$ cat config.mk
export PLATFORM = sky130hd
export DESIGN_NAME = hdb3_rx_decoder
export DESIGN_NICKNAME = d
export VERILOG_FILES = /design/src/rtl/hdb3_rx_pkg.sv /design/src/rtl/hdb3_rx_nrz_sample.sv /design/src/rtl/hdb3_rx_violation.sv /design/src/rtl/hdb3_rx_delay_line.sv /design/src/rtl/hdb3_rx_err_counter.sv /design/src/rtl/hdb3_rx_decoder.sv
export SDC_FILE = /design/constraint.sdc
export NUM_CORES = 1
export LEC_CHECK = 0
export BUFFER_PORTS_ARGS = -buffer_cell sky130_fd_sc_hd__buf_2
export CAP_MARGIN = 5
export CORE_UTILIZATION = 55
export DETAILED_ROUTE_END_ITERATION = 8
export MAX_ROUTING_LAYER = met4
export PLACE_DENSITY_LB_ADDON = 0.3
export SLEW_MARGIN = 20
export SYNTH_ARGS = -nofsm -noshare
export SYNTH_HDL_FRONTEND = slang
export SYNTH_HIERARCHICAL = 1
export SYNTH_SLANG_ARGS = --single-unit
$ cat constraint.sdc
create_clock -name clk -period 3 [get_ports clk]
set_input_delay 0.6 -clock clk [delete_from_list [all_inputs] [get_ports clk]]
set_output_delay 0.6 -clock clk [all_outputs]
set_load 0.01 [all_outputs]
$ cat src/rtl/hdb3_rx_pkg.sv
package hdb3_rx_pkg;

  typedef enum logic [1:0] {
    LC_AMI   = 2'b00,
    LC_HDB3  = 2'b01,
    LC_NRZ   = 2'b10,
    LC_NRZ_B = 2'b11
  } line_code_e;

  typedef struct packed {
    logic pos;
    logic neg;
  } rail_sym_t;

  typedef struct packed {
    logic mark;    // any mark on the line this symbol
    logic cv;      // code violation detected on this symbol
    logic zero_v;  // symbol is the closing mark of a substitution code
    logic clr_b;   // the leading mark of a B00V code must be erased
  } det_out_t;

endpackage

$ cat src/rtl/hdb3_rx_nrz_sample.sv
module hdb3_rx_nrz_sample (
  input  logic clk,
  input  logic rst,
  input  logic din,
  output logic q
);
  // NRZ data is taken on the falling edge of the receive clock
  always_ff @(negedge clk) begin
    if (rst) q <= 1'b0;
    else     q <= din;
  end
endmodule

$ cat src/rtl/hdb3_rx_violation.sv
module hdb3_rx_violation
  import hdb3_rx_pkg::*;
#(
  parameter int SUB_LEN    = 4,  // length of a substitution code in symbols
  parameter int ZRUN_LIMIT = 4   // space run length flagged by extended check
) (
  input  logic       clk,
  input  logic       rst,
  input  rail_sym_t  sym,
  input  line_code_e mode,
  input  logic       ext_en,
  output det_out_t   det
);
  localparam int HIST = SUB_LEN - 1;
  localparam int ZW   = $clog2(ZRUN_LIMIT + 1);
  localparam logic [ZW-1:0] ZHIT = ZW'(ZRUN_LIMIT - 1);
  localparam logic [ZW-1:0] ZTOP = ZW'(ZRUN_LIMIT);

  logic            have_mark, mark_neg;
  logic            have_v, v_neg;
  logic [HIST-1:0] raw_hist;   // [0] is the most recent symbol
  logic [ZW-1:0]   zrun;

  logic is_ami, is_hdb, bipolar;
  logic single, dual, mark, s_neg, same_pol;
  logic ami_cv, dv_cv, zero_cv, dual_cv;
  logic gap_clear;

  always_comb begin
    is_ami   = (mode == LC_AMI);
    is_hdb   = (mode == LC_HDB3);
    bipolar  = is_ami | is_hdb;
    single   = sym.pos ^ sym.neg;
    dual     = sym.pos & sym.neg;
    mark     = sym.pos | sym.neg;
    s_neg    = sym.neg;
    same_pol = single & have_mark & (s_neg == mark_neg);

    ami_cv   = is_ami & same_pol;
    dv_cv    = is_hdb & same_pol & have_v & (s_neg == v_neg);
    zero_cv  = is_hdb & ext_en & ~mark & (zrun == ZHIT);
    dual_cv  = bipolar & dual;

    gap_clear = (raw_hist[HIST-2:0] == '0);

    det.mark   = mark;
    det.cv     = ami_cv | dv_cv | zero_cv | dual_cv;
    det.zero_v = is_hdb & same_pol & gap_clear;
    det.clr_b  = is_hdb & same_pol & gap_clear & raw_hist[HIST-1];
  end

  always_ff @(posedge clk) begin
    if (rst) begin
      have_mark <= 1'b0;
      mark_neg  <= 1'b0;
      have_v    <= 1'b0;
      v_neg     <= 1'b0;
      raw_hist  <= '0;
      zrun      <= '0;
    end else if (bipolar) begin
      raw_hist <= {raw_hist[HIST-2:0], mark};
      if (mark)              zrun <= '0;
      else if (zrun != ZTOP) zrun <= zrun + 1'b1;
      if (single) begin
        have_mark <= 1'b1;
        mark_neg  <= s_neg;
      end
      if (is_hdb && same_pol) begin
        have_v <= 1'b1;
        v_neg  <= s_neg;
      end
    end
  end
endmodule

$ cat src/rtl/hdb3_rx_delay_line.sv
module hdb3_rx_delay_line #(
  parameter int DEPTH     = 4,
  parameter int CLR_STAGE = 3   // stage loaded with 0 when clr_tap is high
) (
  input  logic clk,
  input  logic rst,
  input  logic din,
  input  logic clr_tap,
  output logic dout
);
  logic stg [DEPTH];

  always_ff @(posedge clk) begin
    if (rst) stg[0] <= 1'b0;
    else     stg[0] <= din;
  end

  for (genvar g = 1; g < DEPTH; g++) begin : g_stage
    if (g == CLR_STAGE) begin : g_clr
      always_ff @(posedge clk) begin
        if (rst || clr_tap) stg[g] <= 1'b0;
        else                stg[g] <= stg[g-1];
      end
    end else begin : g_plain
      always_ff @(posedge clk) begin
        if (rst) stg[g] <= 1'b0;
        else     stg[g] <= stg[g-1];
      end
    end
  end

  assign dout = stg[DEPTH-1];
endmodule

$ cat src/rtl/hdb3_rx_err_counter.sv
module hdb3_rx_err_counter #(
  parameter int W = 16
) (
  input  logic         clk,
  input  logic         rst,
  input  logic         clr,
  input  logic         inc,
  output logic [W-1:0] cnt
);
  localparam logic [W-1:0] FULL = {W{1'b1}};

  always_ff @(posedge clk) begin
    if (rst)                     cnt <= '0;
    else if (clr)                cnt <= W'(inc);
    else if (inc && cnt != FULL) cnt <= cnt + 1'b1;
  end
endmodule

$ cat src/rtl/hdb3_rx_decoder.sv
module hdb3_rx_decoder
  import hdb3_rx_pkg::*;
#(
  parameter int CNT_W      = 16,
  parameter int SUB_LEN    = 4,
  parameter int ZRUN_LIMIT = 4
) (
  input  logic             clk,
  input  logic             rst,
  input  logic             rail_pos,
  input  logic             rail_neg,
  input  logic [1:0]       line_mode,
  input  logic             ext_check,
  input  logic             cnt_clear,
  output logic             dec_data,
  output logic             cv_strobe,
  output logic [CNT_W-1:0] cv_count
);
  localparam int DEPTH = SUB_LEN;

  line_code_e mode_q;
  rail_sym_t  sym;
  det_out_t   det;
  logic       nrz_bit, line_bit, bypass;

  always_comb begin
    mode_q   = line_code_e'(line_mode);
    sym.pos  = rail_pos;
    sym.neg  = rail_neg;
    bypass   = line_mode[1];
    line_bit = bypass ? nrz_bit : (det.mark & ~det.zero_v);
  end

  hdb3_rx_nrz_sample u_nrz (
    .clk (clk),
    .rst (rst),
    .din (rail_pos),
    .q   (nrz_bit)
  );

  hdb3_rx_violation #(
    .SUB_LEN    (SUB_LEN),
    .ZRUN_LIMIT (ZRUN_LIMIT)
  ) u_det (
    .clk    (clk),
    .rst    (rst),
    .sym    (sym),
    .mode   (mode_q),
    .ext_en (ext_check),
    .det    (det)
  );

  hdb3_rx_delay_line #(
    .DEPTH     (DEPTH),
    .CLR_STAGE (SUB_LEN - 1)
  ) u_dly (
    .clk     (clk),
    .rst     (rst),
    .din     (line_bit),
    .clr_tap (det.clr_b),
    .dout    (dec_data)
  );

  hdb3_rx_err_counter #(
    .W (CNT_W)
  ) u_cnt (
    .clk (clk),
    .rst (rst),
    .clr (cnt_clear),
    .inc (det.cv),
    .cnt (cv_count)
  );

  always_ff @(posedge clk) begin
    if (rst) cv_strobe <= 1'b0;
    else     cv_strobe <= det.cv;
  end
endmodule

-- Word-level counts from Yosys, hierarchy flattened
Memories as Yosys holds them, arrays and structs flattened.
Cells that the tools add are included.
- bits in writable memories: 4
- bits of input ports: 8
- flip-flop bits (word level): 28
- memories kept: 1
- word-level logic and storage cells: 71
- bitwise operators: 26
- reductions and logical operators: 11
- eq/ne operators: 6
- multiplexer cells: 15
- $add $sub $neg: 2
- memory list (memory ; depth ; width ; read ports ; clocked after Yosys merged registers in ; write ports ; line ; source):
    u_dly.stg ; 4 ; 1 ; 4 ; 0 ; 4 ; hdb3_rx_delay_line.sv:11 ; logic stg [DEPTH];
- operators by type and width (cell ; count):
    adder 16 x 1 -> 16 bit, second input constant ; 1
    != test 16 bit, second input constant ; 1
    AND 1 bit ; 14
    two-way mux 1 bit ; 13
    bitwise OR 1 bit ; 9
    two-way mux 3 bit ; 2
    AND reduction 2 bit ; 3
    zero test 2 bit ; 2
    nonzero test 2 bit ; 2
    adder 3 x 1 -> 3 bit, second input constant ; 1
    equality test 3 x 2 -> 1 bit, second input constant ; 1
    != test 3 bit, second input constant ; 1
    equality test 1 bit ; 2
    equality test 2 x 1 -> 1 bit, second input constant ; 1
    logical AND 1 bit ; 2
    NOT 1 bit ; 2
    OR reduction 2 bit ; 1
    logical OR 1 bit ; 1
    XOR 1 bit ; 1

-- Depth between registers and ports, before layout
- depth after elaboration: 12
- mapped depth: 10
- gate-level depth less buffers: 10

-- Hierarchy
Netlist, hierarchy kept.
- modules (own cells, without submodules) (module ; area an instance (sq um) ; cells each ; times used ; seq. area each (sq um)):
    hdb3_rx_err_counter ; 810.8 ; 93 ; 1 ; 320.3
    hdb3_rx_violation ; 555.5 ; 60 ; 1 ; 200.2
    hdb3_rx_delay_line ; 111.4 ; 8 ; 1 ; 80.1
    hdb3_rx_decoder ; 45.0 ; 5 ; 1 ; 20.0
    hdb3_rx_nrz_sample ; 37.5 ; 3 ; 1 ; 20.0

==> impl_results.md <==
- Final Hold Fails: 0
- Worst vdd rail ir drop: 0.442 mV
- Antenna cells: 0
- Total DRC errors in the routed layout: 0
- Clock insertion delay at the later pin of the skew report: 370 ps
- Hold-fix buffers, CTS: 0
- Element type at the critical path start: input port
- Final max-slew violation count: 0
- Post-route total power: 823 uW
- Sequential element share of the synthesized area: 41.1%
- Reported max-cap violation count: 0
- Number of enable-type register cells in the synthesized netlist: 0
- Resized cells post-CTS: 0
- Clock group share of total power: 39.8%
- Maximum root-to-sink buffer count: 2
- Register clock-pin slew on the reported worst setup and hold paths: 90 ps
- Commonest register cell after synthesis: sky130_fd_sc_hd__dfxtp_1
- Number of sinks handled by clock tree synthesis: 32
- Pre-Repair DR Iteration Count: 4
- Aggregate global-route resource usage: 22.2%
- Critical path class: in2reg
- Worst path required time: approximately 3300 ps
- Instance count of the mapped netlist: 169
- Met3 Use GR: 6.32%
- Via count of the first global-routing pass: 1235
- Antenna viol nets, final: 0
- Power density over the cells: 465 mW/mm2
- Setup clock skew after layout: 46.5 ps
- Routed len/inst: 14.0 um
- Antenna violations before repair: 0
- Final HPWL from detailed placement: 2280 um
- Number of port buffers: 25
- Routed via count divided by cell count: 5.82
- Number of buffers created by CTS: 5
- Synth cell types: 42
- TNS Setup: 0 ps
- Final WS setup: approximately 670 ps
- Area inside the core boundary: 0.00257 mm2
- Layout Utilization: between 60 and 70%
- Slew HR: 74.6%
- Total wire length: 3190 um
- Sequential share of power: between 50% and 60%
- Area growth from synthesis to final layout: 13.6%
- RSZ-0062 raised after global routing: no
- Final Setup Violations: 0
- Synthesized net count: 183
- P_leak: around 0.76 nW
- Die Outline Area: 0.00305 mm2
- Die width: 55.3 um
- Most congested layer reported by global routing: met2
- CTS root buffer: sky130_fd_sc_hd__clkbuf_4
- Worst slack at placement: 350 ps
- Fraction of layout instances using a drive strength above 1: 24.2%
- Starting DRT DRC Count: 70
- Most common library cell in the layout ignoring fill and taps: sky130_fd_sc_hd__dfxtp_1
- Critical Path End Type: flip-flop
- GP Congestion: approximately 0.79
- Boundary pin count: 26
- Total congestion overflow: 0
- Flops & latches, synth: 32
- Most frequent cells in the layout: 32 x sky130_fd_sc_hd__dfxtp_1, 25 x sky130_fd_sc_hd__buf_2, 23 x sky130_fd_sc_hd__nor2_1, 12 x sky130_fd_sc_hd__xor2_1, 11 x sky130_fd_sc_hd__inv_1
- Slew at the pin with the worst max-slew slack: about 380 ps
- Period utilization: 77.7%
- Synth async-reset ratio: 0%
- Number of rows in the core area: 18
- Combinational power share: 6.8%
- Proportion of total power due to net switching: between 20% and 30%
- Mapped cell area: 0.00156 mm2
- Cell-internal power: 634 uW
- Initial Util: 60.8%
- Data arrival at the endpoint of the critical path: 2610 ps
- Met1 track demand over resource in global routing: 24.7%
- Wire length of the first global-routing pass: 5250 um
- Avg Cell Area, Syn: 9.23 um2
- Clock tree from TritonCTS: done
- Largest net degree at the start of global routing: 21
- Chip height: 55.3 um
- Vias after detailed routing: 1326
- Total number of yosys warnings: 6
- Post-layout nets: 211
- H-tree Lvls: 2
- Fin Hold WS: 457 ps
- Crit-path max FO: 6
- Net Sw Power: 190 uW
- Final min period: ~2300 ps
- Worst hold-check path type: reg2reg
- Fraction of met2 tracks used by global routing: 36.8%
- Run status: finished, final reports clean
- Fmax: 0.429 GHz
- Post-CTS setup buffers: 0
[layer usage]
layer / share of wire [%] / vias up
met5: 0 / -
met4: 1.7 / 0
met1: 42 / 630
met2: 51 / 42
met3: 5.3 / 8
li1: - / 646
[registers in the layout (all words and copies together) (netlist names)]
signal and count:
cv_strobe 1, u_det/have_mark 1, u_det/mark_neg 1, u_det/raw_hist 3
u_det/have_v 1, u_nrz/q 1, u_dly/stg 4, u_det/zrun 3
u_cnt/cnt 16, u_det/v_neg 1
[worst max-delay path, stage by stage]
cell	delay [ps]
sky130_fd_sc_hd__buf_2	150
sky130_fd_sc_hd__inv_1	60
sky130_fd_sc_hd__ha_1	290
sky130_fd_sc_hd__nor2b_4	200
sky130_fd_sc_hd__a41o_1	210
sky130_fd_sc_hd__and4_4	250
sky130_fd_sc_hd__and4_4	240
sky130_fd_sc_hd__o21ai_2	70
sky130_fd_sc_hd__or4_1	470
sky130_fd_sc_hd__nand2_1	80
[final timing paths]
| path | from | end | slack (ps) | cells after the start |
|---|---|---|---|---|
| setup / recovery | rail_neg | u_cnt/cnt[15] | 670 | 10 |
| hold / removal | u_dly/stg[0][0] | u_dly/stg[0][1] | 460 | 1 |
| setup reg to reg | u_det/zrun[1] | u_cnt/cnt[15] | 770 | 10 |
| hold reg to reg | u_dly/stg[0][0] | u_dly/stg[0][1] | 460 | 1 |
[power by group through the flow]
stage | clock (mW) | combinational [mW] | sequential, mW
after floorplan | 0.00417 | 0.0371 | 0.449
after global placement | 0.00417 | 0.0523 | 0.449
after detailed placement | 0.00417 | 0.0559 | 0.449
after CTS | 0.338 | 0.0560 | 0.440
after global routing | 0.355 | 0.0622 | 0.441
final | 0.327 | 0.0564 | 0.440
[synth_stat cells, drive strengths merged, types with 2 or more instances]
| cell type | n | share of area (%) |
|---|---|---|
| a21oi | 5 | 1.6 |
| a31oi | 2 | 0.80 |
| and3 | 4 | 1.7 |
| and4 | 4 | 2.6 |
| buf | 4 | 2.2 |
| clkbuf | 2 | 0.48 |
| dfxtp | 32 | 41 |
| ha | 6 | 4.8 |
| inv | 11 | 2.6 |
| mux2i | 4 | 2.6 |
| nand2 | 6 | 1.4 |
| nand2b | 2 | 0.80 |
| nand3 | 8 | 3.4 |
| nand4 | 5 | 2.4 |
| nor2 | 23 | 5.5 |
| nor2b | 8 | 4.2 |
| nor3 | 2 | 0.64 |
| o2111ai | 2 | 1.1 |
| o211ai | 3 | 1.4 |
| o21ai | 9 | 3.4 |
| or2 | 3 | 1.2 |
| or2b | 2 | 0.96 |
| xor2 | 12 | 6.7 |
[kinds of logic (layout without fill, tap and decap cells)]
group	count (synthesis)	after routing	synth area share, %
buf+inv	17	46	5.37
flops	32	32	41.1
compound gates	27	27	11.9
fa+ha+maj	6	6	4.81
mux	4	4	2.57
simple gates	70	70	27.0
xor+xnor	13	13	7.30
[per-stage QoR]
stage	cell area, um2	cells
global route	1770	228
global placement	1700	220
finish	1770	228
CTS	1770	228
detailed placement	1700	220
floorplan	1560	169
[cell type report]
type	instances	area [um2]
Inverter	10	37.5
Clock inverter	3	38.8
Fill cell	219	796
Multi-Input combinational cell	120	836
Sequential cell	32	641
Timing Repair Buffer	27	140
Tap cell	30	37.5
Clock buffer	6	41.3
Power figures use the tool's default switching activity.
